`src/rtl/booth_fir.sv`:
```
module booth_fir #(
  parameter int DATA_W = 8,
  parameter int COEF_W = 8,
  parameter int ORDER  = 4,
  localparam int TAPS   = ORDER + 1,
  localparam int ADDR_W = (TAPS > 1) ? $clog2(TAPS) : 1,
  localparam int ACC_W  = DATA_W + COEF_W + $clog2(TAPS)
) (
  input  logic              clk,
  input  logic              rst,
  input  logic              in_valid,
  input  logic [DATA_W-1:0] in_data,
  input  logic              coef_we,
  input  logic [ADDR_W-1:0] coef_addr,
  input  logic [COEF_W-1:0] coef_wdata,
  output logic              out_valid,
  output logic [ACC_W-1:0]  out_data
);
  localparam int ND = (DATA_W + 1) / 2;
  localparam int XW = 2 * ND;
  localparam int R  = TAPS * (ND + 1);

  logic [ORDER-1:0][DATA_W-1:0] xline;
  logic [TAPS-1:0][COEF_W-1:0]  coef_q;
  logic [TAPS-1:0][DATA_W-1:0]  win;
  logic [ACC_W-1:0]             rows [R];
  logic [ACC_W-1:0]             red_s, red_c, s_q, c_q, cla_sum;
  logic                         v1;

  assign win = {xline, in_data};

  always_ff @(posedge clk)
    if (coef_we && ({1'b0, coef_addr} < (ADDR_W+1)'(TAPS)))
      coef_q[coef_addr] <= coef_wdata;

  // Booth radix-4 partial products, one correction row per tap for negations
  always_comb begin
    logic signed [XW-1:0]    xs;
    logic [XW:0]             xe;
    logic signed [ACC_W-1:0] ce;
    logic [ACC_W-1:0]        base, corr;
    logic [2:0]              trip;
    logic                    one, two, neg;
    for (int t = 0; t < R; t++) rows[t] = '0;
    for (int k = 0; k < TAPS; k++) begin
      xs   = XW'(signed'(win[k]));
      xe   = {xs, 1'b0};
      ce   = ACC_W'(signed'(coef_q[k]));
      corr = '0;
      for (int i = 0; i < ND; i++) begin
        trip = xe[2*i +: 3];
        one  = trip[1] ^ trip[0];
        two  = (trip == 3'b011) || (trip == 3'b100);
        neg  = trip[2] && (trip != 3'b111);
        base = one ? ce : (two ? (ce << 1) : '0);
        rows[k*(ND+1) + i] = (neg ? ~base : base) << (2*i);
        corr[2*i] = neg;
      end
      rows[k*(ND+1) + ND] = corr;
    end
  end

  // 3:2 carry-save reduction tree, level by level, down to two rows
  always_comb begin
    logic [ACC_W-1:0] lvl [R];
    logic [ACC_W-1:0] nxt [R];
    logic [ACC_W-1:0] a, b, c;
    int n, m;
    for (int t = 0; t < R; t++) lvl[t] = rows[t];
    n = R;
    for (int l = 0; l < R; l++) begin
      if (n > 2) begin
        for (int t = 0; t < R; t++) nxt[t] = '0;
        m = 0;
        for (int j = 0; j < R; j++) begin
          if (j < (n / 3) * 3) begin
            if (j % 3 == 0) begin
              a = lvl[j]; b = lvl[j+1]; c = lvl[j+2];
              nxt[m]   = a ^ b ^ c;
              nxt[m+1] = ((a & b) | (a & c) | (b & c)) << 1;
              m = m + 2;
            end
          end else if (j < n) begin
            nxt[m] = lvl[j];
            m = m + 1;
          end
        end
        for (int t = 0; t < R; t++) lvl[t] = nxt[t];
        n = m;
      end
    end
    red_s = lvl[0];
    red_c = lvl[1];
  end

  // Parallel-prefix carry-lookahead resolution of the registered pair
  always_comb begin
    logic [ACC_W-1:0] g, p, gp, pp, gn, pn;
    g  = s_q & c_q;
    p  = s_q ^ c_q;
    gp = g;
    pp = p;
    for (int d = 1; d < ACC_W; d = d * 2) begin
      gn = gp;
      pn = pp;
      for (int i = d; i < ACC_W; i++) begin
        gn[i] = gp[i] | (pp[i] & gp[i-d]);
        pn[i] = pp[i] & pp[i-d];
      end
      gp = gn;
      pp = pn;
    end
    cla_sum = p ^ {gp[ACC_W-2:0], 1'b0};
  end

  always_ff @(posedge clk) begin
    if (rst) begin
      xline     <= '0;
      s_q       <= '0;
      c_q       <= '0;
      v1        <= 1'b0;
      out_valid <= 1'b0;
      out_data  <= '0;
    end else begin
      v1        <= in_valid;
      out_valid <= v1;
      if (in_valid) begin
        xline[0] <= in_data;
        for (int k = 1; k < ORDER; k++) xline[k] <= xline[k-1];
        s_q <= red_s;
        c_q <= red_c;
      end
      if (v1) out_data <= cla_sum;
    end
  end
endmodule

```
`config.mk`:
```
export PLATFORM = sky130hd
export DESIGN_NAME = booth_fir
export DESIGN_NICKNAME = d
export VERILOG_FILES = /design/src/rtl/booth_fir.sv
export SDC_FILE = /design/constraint.sdc
export NUM_CORES = 1
export LEC_CHECK = 0
export ABC_AREA = 1
export BUFFER_PORTS_ARGS = -buffer_cell sky130_fd_sc_hd__buf_2
export CAP_MARGIN = 30
export CELL_PAD_IN_SITES_DETAIL_PLACEMENT = 0
export CELL_PAD_IN_SITES_GLOBAL_PLACEMENT = 1
export CORE_MARGIN = 10
export CORE_UTILIZATION = 45
export DETAILED_ROUTE_END_ITERATION = 12
export PLACE_DENSITY = 0.83
export SLEW_MARGIN = 10
export SYNTH_ARGS = -nofsm -noshare
export SYNTH_HDL_FRONTEND = slang
export SYNTH_SLANG_ARGS = --single-unit
```
`constraint.sdc`:
```
create_clock -name clk -period 5 [get_ports clk]
set_input_delay 0.5 -clock clk [delete_from_list [all_inputs] [get_ports clk]]
set_output_delay 0.5 -clock clk [all_outputs]
set_load 0.1 [all_outputs]
```
* Word-level counts from Yosys, hierarchy flattened
Index checks and enable logic that the tools add are counted.
Storage, ports and cells: bits in registers 130, input bits 23, output and inout bits 20, word-level logic and storage cells 521
Operators by class: magnitude comparators 3, equality and inequality tests 50, muxes and demuxes 63, bitwise logic cells 359, reductions and logical operators 32
Operator list (count):
- $and 18x18->18 | 60
- $or 18x18->18 | 46
- $xor 19x19->19 | 43
- $mux 19 | 15
- $mux 17 | 15
- $mux 15 | 15
- $mux 13 | 15
- $and 18x7->18 | 6
- $and 1x1->1 | 101
- $not 19->19 | 5
- $not 17->17 | 5
- $xor 19x7->19 | 4
- $not 15->15 | 5
- $and 7x18->18 | 4
- $not 13->13 | 5
- $or 1x1->1 | 59
- $eq 3x2->1 const B | 15
- $eq 3x3->1 const B | 15
- $ne 3x3->1 const B | 15
- $bwmux 40 | 1
- $demux 8 s3 | 1
- $xor 7x19->19 | 1
- $logic_and 1x1->1 | 17
- $logic_or 1x1->1 | 15
- 6 further kinds | 24

* Logic depth before layout (Yosys ltp)
Gate-level depths: netlist (run 1).
depth after elaboration 27, mapped depth 24, depth with buffers taken out 24

* Worst setup path after synthesis (run 1)
No wires, ideal clock.
path type reg2reg, start reg xline (netlist bit rows[0]), end reg s_q[14], library setup time 116 ps, arrival time 5454 ps, data required time 4884 ps, path slack -570 ps, cell stages (with the launch flop) 21, buffers on the path 0, clock period less this slack 5570 ps, path through dfxtp_1 -> inv_1 -> ha_1 -> a21oi_1 -> nand2_1 -> nand2_1 -> xor2_1 -> inv_1 -> fa_1 -> inv_1 -> fa_1 -> inv_1 -> fa_1 -> inv_1 -> fa_1 -> fa_1 -> fa_1 -> inv_1 -> fa_1 -> nor2_1 -> nor2_1
On the way: word-level cells in the longest chain between the ends 23, elaborated cells between the ends (all ways) 73, classes of those cells eq/ne (4); mux (6); bitwise (61); reduce/logical (2)
Ends and longest elaborated chain:
- start, declared | line 23 | logic [ORDER-1:0][DATA_W-1:0] xline;
- $eq 2x2->1 | line 53 | two = (trip == 3'b011) || (trip == 3'b100);
- $mux 19 (2 in series) | line 55 | base = one ? ce : (two ? (ce << 1) : '0);
- $not 19->19 | line 56 | rows[k*(ND+1) + i] = (neg ? ~base : base) << (2*i);
- $mux 19 | line 56
- $and 18x18->18 | line 80 | nxt[m+1] = ((a & b) | (a & c) | (b & c)) << 1;
- $or 18x18->18 (2 in series) | line 80
- $xor 19x19->19 (2 in series) | line 79 | nxt[m] = a ^ b ^ c;
- $and 18x18->18 | line 80
- $or 18x18->18 (2 in series) | line 80
- $and 18x18->18 | line 80
- $or 18x18->18 (2 in series) | line 80
- $xor 19x19->19 (2 in series) | line 79
- $and 18x18->18 | line 80
- $or 18x18->18 (2 in series) | line 80
- $xor 19x19->19 | line 79
- $xor 19x19->19 (*) | line 79
- net red_s[14] | line 27 | logic [ACC_W-1:0] red_s, red_c, s_q, c_q, cla_sum;
- end signal, assigned | line 130 | s_q <= red_s;
- end, declared | line 27
The timed path passes the listed nets; every way through them passes the cells marked *. A chain may end at the register's enable or synchronous reset.

* Worst setup path after layout (run 1)
start reg xline (netlist bit rows[95]), end reg s_q[17]
On the way: word-level cells in the longest chain between the ends 25, elaborated cells between the ends (all ways) 63, classes of those cells eq/ne (4); mux (6); bitwise (51); reduce/logical (2)
Ends and longest elaborated chain (line):
- $eq 3x2->1 or $eq 3x3->1 (tied branches) | 53
- $logic_or 1x1->1 | 53
- $mux 17 (2 in series) | 55
- $not 17->17 | 56
- $mux 17 | 56
- $and 18x18->18 | 80
- $or 18x18->18 (2 in series) | 80
- $and 18x18->18 | 80
- [... 5 more ...]
- $and 18x18->18 | 80
- $or 18x18->18 (2 in series) | 80
- $xor 19x19->19 (2 in series) | 79
- $and 18x18->18 | 80
- $or 18x18->18 (2 in series) | 80
- $xor 19x19->19 | 79
- $xor 19x19->19 (*) | 79
- net red_s[17] | 27
Marked as above.

==> results of run 1 <==
path summary, 6_finish.rpt:
path / slack (ns) / start / to
worst max-delay path: -0.28 / rows[95] / s_q[17]
worst min-delay path: 0.40 / rst / v1
worst max register to register: -0.28 / rows[95] / s_q[17]
worst min register to register: 0.49 / s_q[1] / out_data[1]
sequential cells by signal (all words and copies together) (netlist names):
signal,cells
out_valid,1
s_q,19
v1,1
out_data,19
win,28
rows,4
coef_q,40
c_q,17
stage by stage:
| stage | hold WS (ns) | setup TNS [ns] |
|---|---|---|
| finish | 0.4037 | -3.866 |
| global placement | 0.4735 | -6.942 |
| detailed placement | 0.4782 | -8.067 |
| floorplan | 0.4495 | -0.4282 |
| global route | 0.4101 | -8.315 |
| CTS | 0.3858 | -4.617 |
worst max-delay path, delay by kind of cell, from the launching register on:
family                   cells  cell delay [ns]
flip-flops                   1             0.36
XOR/XNOR                     1             0.18
buffers and inverters        5             0.41
adder cells (fa/ha/maj)      8             3.82
AND/OR/NAND/NOR              4             0.28
AO/OA/AOI/OAI                1             0.11
cell type report:
type	instances	share of cell area, %
timing repair buffer	279	10.59
tap	468	2.806
clock buffer	21	2.254
inverter	441	8.041
multi-input combinational	1503	61.39
sequential	129	14.46
clock inverter	11	0.4557
metal layers:
| metal | routed length [um] | GRT usage, % | vias up | share of wire [%] |
|---|---|---|---|---|
| met5 | 0 | 0 | - | 0 |
| met4 | 1747 | 8.641 | 0 | 3.4 |
| met2 | 25650 | 41.60 | 359 | 49 |
| li1 | - | - | 6972 | - |
| met3 | 3086 | 4.516 | 77 | 6.0 |
| met1 | 21380 | 29.06 | 6846 | 41 |
logic make-up (layout without fill, tap and decap cells):
| family | Yosys count | after routing | synth area share [%] |
|---|---|---|---|
| AO/OA/AOI/OAI | 335 | 335 | 10.56 |
| XOR/XNOR | 154 | 154 | 8.261 |
| adder cells (fa/ha/maj) | 355 | 355 | 36.02 |
| buffers and inverters | 501 | 752 | 11.30 |
| flip-flops | 129 | 129 | 17.77 |
| AND/OR/NAND/NOR | 659 | 659 | 16.08 |
cells in the final DEF, fill, tap and decap left out, types with 6 or more instances in the layout:
cell and n:
ha_1 122, dfxtp_2 16, nand2_2 32, o211ai_1 24, o21ai_2 8, edfxtp_1 40
xnor2_1 17, buf_2 42, o21ai_1 42, nand2_4 12, buf_6 19, inv_4 8
a21oi_1 60, nor2_1 124, buf_4 206, a21oi_2 8, xor2_4 6, fa_2 45
dfxtp_1 69, inv_1 379, nor3_1 6, clkbuf_16 18, xnor2_2 7, xor2_1 94
ha_4 16, nand2_1 419, xor2_2 30, nor2_4 6, inv_2 53, fa_1 169
nand3_1 44, buf_12 10, o21ai_0 177
repair_timing:
item                                    in CTS  in global routing
cloned                                       0                  1
endpoints found under the setup margin      29                 29
setup buffers                                9                 11
pin swaps                                   76                 85
endpoints found under the hold margin        0                  0
gates resized for setup                    135                112
==> metrics, run 1 <==
outcome finished with violations; failing checks setup timing; Syn Nets 2,510; vias post-DR 14,250; Netlist Area Pre-Place 16,780 um^2; routed len/inst 18.19 um; # DRC 0; RSZ-0062 raised after global routing true; synth top area cells fa_1 26%, dfxtp_1 11%, ha_1 10%; critical path's slowest cell fa_2; MaxCap Viol Count 0; clk buf depth 2; Post-DP Area 19,330 um^2; n_diodes 0; sequential area share after synthesis 17.77%; Overflow after GRT 0; DRT Wirelength 51,860 um; top post-synthesis cells by count 453 x nand2_1, 425 x inv_1, 214 x fa_1; Via density 4.998; first-pass GRT wire length 82,620 um; Avg Cell Area, Syn 7.868 um^2; final setup fails 27; Layout area overhead 24.34%; CP startpoint kind flop; Ys Warns 0; Final ANT Viol Nets 0; largest net degree at the start of global routing 54; crit-path max FO 3; ratio of cells with drive above 1 in the final layout 24.33%; DP HPWL 43,040 um; Fin. Hold Viols 0; number of synthesized register bits 129; Worst R2R Path Depth 19; sequential standard cell area 3018 um^2; clock sink count 129; period utilization 105.7%; GRT Total Usage 23.98%; f_max 189.3 MHz; synth unique cells 39; most frequent CP cell fa_2; Post-synth EDFFs 40; root buffer cell clkbuf_16; area fraction of the dominant cell type after synthesis 25.53%; CP endpoint kind flop; Vert. Die Dim 213.1 um; vias in the first global route 15,050; post-route insts no fill 2,852; initial antenna violation count 2; H-tree levels 4; critical path class flop to flop; clk_lat worst skew 0.46 ns; DRT iter0 DRCs 876; minimum clock period 5.284 ns; First-pass DRT Iterations 5; clock-pin slew on the worst setup and hold paths 0.07 ns; Hold/Removal Path Class primary input to flop; worst-path cell chain inv_4 > ha_4 > a21oi_2 > nand2_2 > nand2_2 > xor2_2 > inv_2 > fa_2 > inv_2 > fa_2 > fa_1 > buf_4 > fa_1 > fa_1 > inv_1 > fa_2 > fa_2 > nor2_1 > nor2_1; max_slew headroom 35.83%; worst setup margin -0.2840 ns; Worst EP required 5.36 ns; Fill cells 3,321; top-count cell post-synth nand2_1; Core Region 36,700 um^2; ys async rst share 0%; RePlAce Congestion 0.9613; worst slack, placed -0.3926 ns; Final Slew Violations 0; port buffer count 42; Die Wd 213.1 um; crit path DAT 5.64 ns; Final Instance Area 20,870 um^2; worst slew pin tran 0.9573 ns; Worst path max stage delay 0.65 ns; footprint of the multi-input gates 12,810 um^2; Top FF cell, synth dfxtp_1; Final nets 2,748; Initial Utilization 45.73%; Synth area leader fa_1; Final Core Density 56.86%; die area 45,420 um^2; skew final 0.01231 ns; row count 70; Hold Buf Count CTS 0; TritonCTS clock tree done; placed cell count 2,800; worst hold path cell count 2; Ports 43; CTS Buf Count 17; Post-Synthesis Cells 2,133
Power of run 1 is left out: the tool's default activity adds up to more than one toggle a clock period on the data nets, which glitch-free logic cannot reach.
==> inputs of run 2 (changes only) <==
--- a/config.mk
+++ b/config.mk
@@ -5,7 +5,7 @@
 export SDC_FILE = /design/constraint.sdc
 export NUM_CORES = 1
 export LEC_CHECK = 0
-export ABC_AREA = 1
+export ABC_AREA = 0
 export BUFFER_PORTS_ARGS = -buffer_cell sky130_fd_sc_hd__buf_2
 export CAP_MARGIN = 30
 export CELL_PAD_IN_SITES_DETAIL_PLACEMENT = 0
@@ -13,7 +13,7 @@
 export CORE_MARGIN = 10
 export CORE_UTILIZATION = 45
 export DETAILED_ROUTE_END_ITERATION = 12
-export PLACE_DENSITY = 0.83
+export PLACE_DENSITY = 0.82
 export SLEW_MARGIN = 10
 export SYNTH_ARGS = -nofsm -noshare
 export SYNTH_HDL_FRONTEND = slang
==> metrics, run 2 <==
Final Instance Area 25,410 um^2 (+22%); clock sink count 129 (unchanged); port buffer count 42 (unchanged); R2R setup slack -0.50 ns (-0.22 ns); critical path class flop to flop; DRT Wirelength 66,770 um (+29%); row count 75 (+7.1%); crit path DAT 5.92 ns (+0.28 ns); area fraction of the dominant cell type after synthesis 22.36% (-3.2 points); First-pass DRT Iterations 6 (+1); RSZ-0062 raised after global routing true; maximum vdd drop 0.4871 mV; Avg Cell Area, Syn 8.169 um^2 (+3.8%); Ys Warns 0 (unchanged); Top FF cell, synth dfxtp_1; Hold/Removal Path Class primary input to flop; CP startpoint kind flop; TritonCTS clock tree done; hold path start coef_wdata[7]; max FFs per register 40 (unchanged); Fill cells 3,641 (+9.6%); Hold EP coef_q[15]; crit-path max FO 7 (+4); synth unique cells 68 (+74%); Fin. Hold Viols 0 (unchanged); worst slew pin tran 0.8855 ns (-0.07179 ns); Final nets 3,152 (+15%); Syn Nets 2,723 (+8.5%); most frequent CP cell fa_1; H-tree levels 4 (unchanged); Post-synth EDFFs 40 (unchanged); top post-synthesis cells by count 354 x a21oi_1, 328 x inv_1, 279 x nor2_1; period utilization 110.1% (+4.4 points); Initial Utilization 45.58% (-0.15 points); n_diodes 0 (unchanged); worst hold path cell count 1 (-1); GRT Total Usage 26.19% (+2.2 points); ys async rst share 0% (unchanged); worst setup margin -0.5049 ns (-0.2209 ns); Synth area leader fa_1; LEAKAGE 11.31 nW; Post-Synthesis Cells 2,346 (+10%); minimum clock period 5.505 ns (+0.2209 ns); RePlAce Congestion 0.9997 (+4.0%); clk buf depth 2 (unchanged); vias post-DR 18,550 (+30%); most frequent cells in the layout 484 x buf_4, 337 x a21oi_1, 286 x inv_1; Final ANT Viol Nets 0 (unchanged); Vert. Die Dim 226.4 um (+6.2%); first-pass GRT wire length 103,600 um (+25%); PD cells 382.8 nW/um^2; largest net degree at the start of global routing 67 (+24%); Largest Register coef_q; DP HPWL 53,840 um (+25%); vias in the first global route 18,370 (+22%); RR Startpoint win[27]; final setup fails 29 (+7.4%); die area 51,240 um^2 (+13%); Worst R2R Path Depth 20 (+1); clock-pin slew on the worst setup and hold paths 0.08 ns (about the same); skew final 0.01925 ns (+0.006939 ns); ratio of cells with drive above 1 in the final layout 31.89% (+7.6 points); root buffer cell clkbuf_16; number of synthesized register bits 129 (unchanged); critical path's slowest cell fa_2; f_max 181.7 MHz (-4.0%); initial antenna violation count 0 (-2); r2r endpoint s_q[8]; Core Region 42,040 um^2 (+15%); Die Wd 226.4 um (+6.2%); Worst EP required 5.42 ns (+0.06 ns); Overflow after GRT 0 (unchanged); max_slew headroom 40.97% (+5.1 points); sequential area share after synthesis 15.57% (-2.2 points); synth top area cells fa_1 22%, dfxtp_1 9.3%, a21oi_1 9.2%; outcome finished with violations; top-count cell post-synth a21oi_1; CTS Buf Count 17 (unchanged); Post-DP Area 23,920 um^2 (+24%); routed len/inst 20.07 um (+10%); failing checks setup timing; Ports 43 (unchanged); MaxCap Viol Count 0 (unchanged); Via density 5.576 (+12%); Final Slew Violations 0 (unchanged); CP endpoint kind flop; Netlist Area Pre-Place 19,160 um^2 (+14%); Layout area overhead 32.62%; worst-path cell chain clkinv_4 > ha_4 > buf_4 > nor2_4 > buf_4 > a21oi_1 > nor2_1 > a211o_1 > fa_1 > inv_1 > fa_1 > inv_2 > fa_1 > fa_2 > fa_2 > fa_1 > inv_2 > fa_2 > mux2i_1 > nor2_1; Hold WS 0.3155 ns (-0.08816 ns); Hold Buf Count CTS 0 (unchanged); DRT iter0 DRCs 1,653 (+89%); Overall Power 9.729 mW; Worst path max stage delay 0.60 ns (-0.05 ns); # DRC 0 (unchanged); commonest non-fill, non-tap cell in the layout buf_4; clk_lat worst skew 0.49 ns (+0.03 ns)
==> run 2: report_power, final <==
group	leakage, nW	total (mW)	internal, mW	switching (mW)
clock network	0.300	1.33	0.763	0.566
registers	1.10	1.31	1.22	0.0923
logic	9.91	7.09	3.23	3.86
total	11.3	9.73	5.21	4.52
==> run 2: how the worst max path moves through the flow <==
stage                          start      end  slack, ns  depth (start not counted)
after floorplan           in_data[3]   s_q[6]      -0.33                         19
after global placement       win[11]   s_q[5]      -0.64                         19
after detailed placement     win[11]   s_q[5]      -0.63                         20
after CTS                    win[26]   s_q[7]      -0.48                         19
after global routing         win[28]  s_q[14]      -0.68                         21
final                        win[27]   s_q[8]      -0.50                         20
==> run 2: area by class of cell <==
class	instances	area, um^2	area share (%)
inverter	340	1340	5.273
multi-input combinational	1729	15420	60.66
clock inverter	12	117.6	0.4628
tap	539	674.4	2.654
clock buffer	20	489.2	1.925
timing repair buffer	558	4335	17.06
sequential	129	3042	11.97
==> run 2: per-layer routing <==
metal	vias up	share of wire, %	global-route usage [%]	wire length (um)
li1	8750	-	-	-
met1	9033	44	35.63	29390
met2	660	47	42.58	31440
met3	109	6.1	3.036	4054
met4	0	2.8	8.375	1888
met5	-	0	0	0
==> run 2: logic make-up (layout without fill, tap and decap cells) <==
kind of cell | Yosys count | after routing | share of synthesized area, %
buf+inv | 488 | 930 | 10.09
compound gates | 665 | 665 | 20.59
mux | 99 | 99 | 5.184
xor+xnor | 87 | 87 | 4.094
simple gates | 511 | 511 | 12.29
flops | 129 | 129 | 15.57
fa+ha+maj | 367 | 367 | 32.18
==> run 2: what timing repair did <==
item | in CTS | in global routing
pin swaps | 89 | 48
gates resized for setup | 138 | 41
setup endpoints to repair | 30 | 31
endpoints found under the hold margin | 0 | 0
buffers inserted | 24 | 10
==> run 2: stage by stage <==
stage / cells / util, % / setup slack, ns / TNS, ns
after detailed placement: 3265 / 56.91 / -0.6344 / -16.16
final: 3327 / 60.45 / -0.5049 / -11.34
after global routing: 3327 / 60.45 / -0.6787 / -15.78
after global placement: 3263 / 56.88 / -0.6362 / -14.41
after CTS: 3319 / 59.93 / -0.4790 / -10.26
after floorplan: 2346 / - / -0.3271 / -4.017
==> run 2: worst max-delay path: cells and delay by family (launching register included) <==
| family | cells | cell delay [ns] |
|---|---|---|
| buffers and inverters | 6 | 0.49 |
| and+or+nand+nor | 3 | 0.19 |
| AOI/OAI and AO/OA | 2 | 0.40 |
| adders and majority gates | 8 | 3.93 |
| muxes | 1 | 0.07 |
| DFF | 1 | 0.37 |
No activity file was read; power rests on OpenSTA's default activity.
